--- config.mk ---
export PLATFORM = sky130hd
export DESIGN_NAME = uart_intid
export DESIGN_NICKNAME = d
export VERILOG_FILES = /design/src/rtl/uart_intid_pkg.sv /design/src/rtl/uart_intid_sticky.sv /design/src/rtl/uart_intid_thre.sv /design/src/rtl/uart_intid_pri.sv /design/src/rtl/uart_intid.sv
export SDC_FILE = /design/constraint.sdc
export NUM_CORES = 1
export LEC_CHECK = 0
export ABC_AREA = 1
export BUFFER_PORTS_ARGS = -buffer_cell sky130_fd_sc_hd__buf_2
export CAP_MARGIN = 0
export CORE_MARGIN = 2
export CORE_UTILIZATION = 36
export DETAILED_ROUTE_END_ITERATION = 12
export PLACE_DENSITY = 0.74
export SLEW_MARGIN = 20
export SYNTH_ARGS = -nofsm -noshare
export SYNTH_HDL_FRONTEND = slang
export SYNTH_SLANG_ARGS = --single-unit
--- constraint.sdc ---
create_clock -name clk -period 0.95 [get_ports clk]
set_input_delay 0.095 -clock clk [delete_from_list [all_inputs] [get_ports clk]]
set_output_delay 0.095 -clock clk [all_outputs]
set_load 0.005 [all_outputs]
--- src/rtl/uart_intid_pkg.sv ---
package uart_intid_pkg;
   // positions inside the enable vector
   localparam int EN_RX  = 0;
   localparam int EN_THR = 1;
   localparam int EN_LS  = 2;
   localparam int EN_MS  = 3;

   // identification codes, bits [3:0] of the identification byte
   localparam logic [3:0] ID_NONE = 4'h1;
   localparam logic [3:0] ID_LS   = 4'h6;
   localparam logic [3:0] ID_RX   = 4'h4;
   localparam logic [3:0] ID_TMO  = 4'hC;
   localparam logic [3:0] ID_THR  = 4'h2;
   localparam logic [3:0] ID_MS   = 4'h0;
endpackage

--- src/rtl/uart_intid_sticky.sv ---
module uart_intid_sticky #(
   parameter int W = 4
) (
   input  logic         clk,
   input  logic         rst_n,
   input  logic [W-1:0] set_i,
   input  logic         clr_i,
   output logic [W-1:0] flag_o
);
   if (W < 1) begin : g_bad_w
      $error("uart_intid_sticky: W must be at least 1");
   end

   for (genvar b = 0; b < W; b++) begin : g_bit
      logic f_q;
      always_ff @(posedge clk or negedge rst_n) begin
         if (!rst_n)           f_q <= 1'b0;
         else if (set_i[b])    f_q <= 1'b1;   // new event survives a read
         else if (clr_i)       f_q <= 1'b0;
      end
      assign flag_o[b] = f_q;
   end
endmodule

--- src/rtl/uart_intid_thre.sv ---
module uart_intid_thre (
   input  logic clk,
   input  logic rst_n,
   input  logic empty_i,
   input  logic enable_i,
   input  logic take_i,
   output logic pend_o
);
   logic empty_q, en_q, pend_q;
   logic arm, drop;

   assign arm  = empty_i & (~empty_q | (enable_i & ~en_q));
   assign drop = take_i | ~empty_i;

   always_ff @(posedge clk or negedge rst_n) begin
      if (!rst_n) begin
         empty_q <= 1'b1;
         en_q    <= 1'b0;
         pend_q  <= 1'b0;
      end else begin
         empty_q <= empty_i;
         en_q    <= enable_i;
         if (arm)       pend_q <= 1'b1;
         else if (drop) pend_q <= 1'b0;
      end
   end

   assign pend_o = pend_q;
endmodule

--- src/rtl/uart_intid_pri.sv ---
module uart_intid_pri
   import uart_intid_pkg::*;
(
   input  logic       ls_req,
   input  logic       rx_req,
   input  logic       tmo_req,
   input  logic       thr_req,
   input  logic       ms_req,
   output logic [3:0] code_o,
   output logic       is_thr_o
);
   always_comb begin
      is_thr_o = 1'b0;
      if (ls_req)       code_o = ID_LS;
      else if (rx_req)  code_o = ID_RX;
      else if (tmo_req) code_o = ID_TMO;
      else if (thr_req) begin
         code_o   = ID_THR;
         is_thr_o = 1'b1;
      end
      else if (ms_req)  code_o = ID_MS;
      else              code_o = ID_NONE;
   end
endmodule

--- src/rtl/uart_intid.sv ---
module uart_intid
   import uart_intid_pkg::*;
#(
   parameter int LVL_W    = 7,
   parameter bit HAS_FIFO = 1'b1
) (
   input  logic             clk,
   input  logic             rst_n,
   input  logic [3:0]       int_en,
   input  logic             fifo_en,
   input  logic [LVL_W-1:0] rx_level,
   input  logic [LVL_W-1:0] rx_trigger,
   input  logic             char_tmo,
   input  logic [3:0]       err_set,
   input  logic             thr_empty,
   input  logic             tx_idle,
   input  logic [3:0]       mchg_set,
   input  logic [3:0]       mline,
   input  logic             rd_id,
   input  logic             rd_line,
   input  logic             rd_modem,
   output logic [7:0]       id_byte,
   output logic             irq,
   output logic [7:0]       line_stat,
   output logic [7:0]       modem_stat
);
   if (LVL_W < 2) begin : g_bad_lvl
      $error("uart_intid: LVL_W must be at least 2");
   end

   logic       fifo_on;
   logic [3:0] err_q, chg_q;
   logic       thr_pend, is_thr;
   logic       ls_req, rx_req, tmo_req, thr_req, ms_req;
   logic [3:0] code;
   logic       have_data, at_trig;

   if (HAS_FIFO) begin : g_fifo
      assign fifo_on = fifo_en;
      assign at_trig = fifo_en ? (rx_level >= rx_trigger) : 1'b1;
   end else begin : g_nofifo
      logic unused_fifo;
      assign unused_fifo = fifo_en ^ (|rx_trigger);
      assign fifo_on = 1'b0;
      assign at_trig = 1'b1;
   end

   assign have_data = |rx_level;

   uart_intid_sticky #(.W(4)) u_err (
      .clk(clk), .rst_n(rst_n), .set_i(err_set), .clr_i(rd_line), .flag_o(err_q));

   uart_intid_sticky #(.W(4)) u_chg (
      .clk(clk), .rst_n(rst_n), .set_i(mchg_set), .clr_i(rd_modem), .flag_o(chg_q));

   uart_intid_thre u_thr (
      .clk(clk), .rst_n(rst_n), .empty_i(thr_empty), .enable_i(int_en[EN_THR]),
      .take_i(rd_id & is_thr), .pend_o(thr_pend));

   assign ls_req  = int_en[EN_LS]  & (|err_q);
   assign rx_req  = int_en[EN_RX]  & have_data & at_trig;
   assign tmo_req = int_en[EN_RX]  & fifo_on & char_tmo;
   assign thr_req = int_en[EN_THR] & thr_pend;
   assign ms_req  = int_en[EN_MS]  & (|chg_q);

   uart_intid_pri u_pri (
      .ls_req(ls_req), .rx_req(rx_req), .tmo_req(tmo_req), .thr_req(thr_req),
      .ms_req(ms_req), .code_o(code), .is_thr_o(is_thr));

   assign id_byte    = {{2{fifo_on}}, 2'b00, code};
   assign irq        = ~code[0];
   assign line_stat  = {1'b0, tx_idle, thr_empty, err_q, have_data};
   assign modem_stat = {mline, chg_q};
endmodule

==> impl_metrics.ini <==
[status]
outcome = complete, but fails checks
violations = setup timing

[clock_tree]
cts_max_path_buffers = 2
worstSkewPairLatency_ns = 0.27
h-tree-depth = 1
clkTransAtPathRegs_ns = 0.06
cts_tree = built
cts_buffers = 3
cts_root_buffer = clkbuf_4
clkSinkCount = 11

[sta]
slew_violations = 0
fmax_mhz = 702
tns_ns = -2.48
setup_slack_ns = -0.474
whs_ns = 0.0207
rsz0062_at_grt = true
fin_crit_sh_pct = 150
finalHoldViolCount = 0
clock_skew_ns = 0.000942
setup_violations = 7
layout_min_cycle_time_ns = 1.42

[worst_setup_path]
cp_max_fo = 3
critPathBufInv = 3
cpMaxStageDelayCell = dfrtp_1
path_delay_family = flip-flops
cpMostUsedCell = inv_2
slowest_delay_ns = 0.39
worst_setup_path_start_kind = flip-flop
worst_ep_arrival_time_ns = 1.33
crit_path_end_kind = output pin
critical_path_required_ns = 0.85
critPathKind = reg -> out
path_cells = inv_2 -> nand3_2 -> o21ai_4 -> nand3_4 -> nor2_4 -> inv_2 -> buf_6

[die]
dieArea_um2 = 2860
start_util_pct = 39.1
chipHeight_um = 53.5
io_pins = 64
die_x_um = 53.5
coreArea_um2 = 2250
row_count = 17

[drt]
vias = 834
drt-pass1-iter-count = 4
ant_nets = 0
dr.first_iter.drc_count = 12
remaining_drc_errors = 0
viasPerCell = 4.32
drt_wl_total_um = 2130
drt-wirelength-per-cell_um = 11.0

[global_routing]
grt_max_degree = 12
grt-ovfl-total = 0
grtUsageTotal_pct = 14.9
grt_pass1_wl_um = 3060
grt_pass1_vias = 782
antenna_found_initial = 0

[cells_and_area]
antenna_cells = 0
area_growth_pct = 48.6
layout.nets = 212
utilization_pct = 58.0
fin_cells = 193
design_area_um2 = 1310
fillCellCount = 200
drive_above_1_share_pct = 57.0

[synth]
synth_edf_count = 0
synth_top_area_share_pct = 28.4
synthArstFlopShare_pct = 100
ys_top_cells_by_area = dfrtp_1 (28%), buf_4 (17%), ha_1 (9.9%)
syn-cell-area_um2 = 881
yosysMostFrequentCell = inv_1
synth_top_area_cell = dfrtp_1
synth.avg_cell_area_um2 = 7.73
yosysWarnings = 0
synth_cell_types = 22
synthFlopType = dfrtp_1
synth-seq-cells = 11
synthCells = 114
ys_seq_area_share_pct = 31.4
synth_commonest_cells = inv_1 (22), buf_4 (20), nand2_1 (20)

[pwr]
power_density_nw_per_um2 = 960
peakVddDrop_mv = 0.841
p_leak_nw = 0.712
finalPower_mw = 1.26

[placement]
dp_cells = 181
place_area_um2 = 1170
io_buffers = 50
pre_cts_ws_ns = -0.436
hpwlAfterDp_um = 1700
gp_congestion = 0.713

[job]
drv_cap = 0

[hold_path]
min_path_type = in -> reg
[final cells by class]
cell class	count	area [um2]	area share, %
well taps	28	35.0	2.68
flip-flops and latches	11	277	21.1
inverters	24	110	8.41
multi-input cells	61	474	36.2
repair buffers	65	387	29.5
clock buffers	4	26.3	2.01
[cells in the final DEF (no fill, tap or decap), drive strengths merged]
cell type | netlist | layout
a21oi | 2 | 2
and3b | 1 | 1
buf | 20 | 62
clkbuf | 0 | 4
clkinv | 1 | 1
conb | 1 | 3
dfrtp | 10 | 10
dfstp | 1 | 1
dlygate4sd3 | 0 | 3
ha | 7 | 7
inv | 23 | 23
nand2 | 21 | 21
nand3 | 5 | 5
nand3b | 1 | 1
nor2 | 9 | 9
o21ai | 4 | 4
o21bai | 8 | 8
[report_power, final]
| part | internal [mW] | switching (mW) | leakage (nW) |
|---|---|---|---|
| clock network | 0.163 | 0.151 | 0.0150 |
| logic | 0.221 | 0.200 | 0.577 |
| registers | 0.502 | 0.0204 | 0.120 |
[worst reg2reg max path, stage by stage, from the launching register on]
cell and delay, ns:
dfrtp_1 0.39, inv_2 0.07, nand3_2 0.09, o21ai_4 0.18
buf_4 0.14, nand3_1 0.07, nand2_1 0.07, nand2_1 0.05
[registers in the layout, summed over array words and instances, names as in the netlist]
name / flops
u_chg.g_bit.f_q: 4
u_err.g_bit.f_q: 4
u_thr.empty_q: 1
u_thr.en_q: 1
u_thr.pend_o: 1
[worst paths after layout]
kind | cells past startpoint | to | startpoint | slack (ns)
worst max-delay path | 7 | irq | u_err.g_bit[1].f_q | -0.47
worst min-delay path | 2 | u_chg.g_bit[3].f_q | mchg_set[3] | 0.02
min in group asynchronous | 2 | u_err.g_bit[1].f_q | rst_n | 0.22
worst max register to register | 7 | u_thr.pend_o | u_err.g_bit[1].f_q | -0.20
max in group asynchronous | 2 | u_thr.empty_q | rst_n | 0.47
worst min register to register | 3 | u_thr.pend_o | u_thr.en_q | 0.54
[cells by family (layout without fill, tap and decap cells)]
logic type | after synthesis | after routing | synth area share, %
buf+inv | 44 | 93 | 27.3
simple gates | 37 | 37 | 20.3
compound gates | 14 | 14 | 10.7
fa+ha+maj | 7 | 7 | 9.94
flops | 11 | 11 | 31.4
other cells | 1 | 3 | 0.426
[layer usage]
| layer | up-vias | track usage [%] | part of all wire (%) |
|---|---|---|---|
| met4 | 0 | 2.99 | 0.33 |
| met5 | - | 0 | 0 |
| met3 | 2 | 4.24 | 5.0 |
| met2 | 27 | 29.0 | 58 |
| met1 | 381 | 15.5 | 37 |
| li1 | 424 | - | - |
[timing repair]
| action | CTS | global route |
|---|---|---|
| endpoints found under the hold margin | 13 | 0 |
| setup endpoints to repair | 7 | 7 |
| buffers inserted | 2 | 3 |
| gates cloned | 0 | 0 |
| hold buffers | 3 | 0 |
| pin swaps | 6 | 4 |
| gates resized for setup | 8 | 6 |
Note: power is estimated with default switching activity, not from simulation.
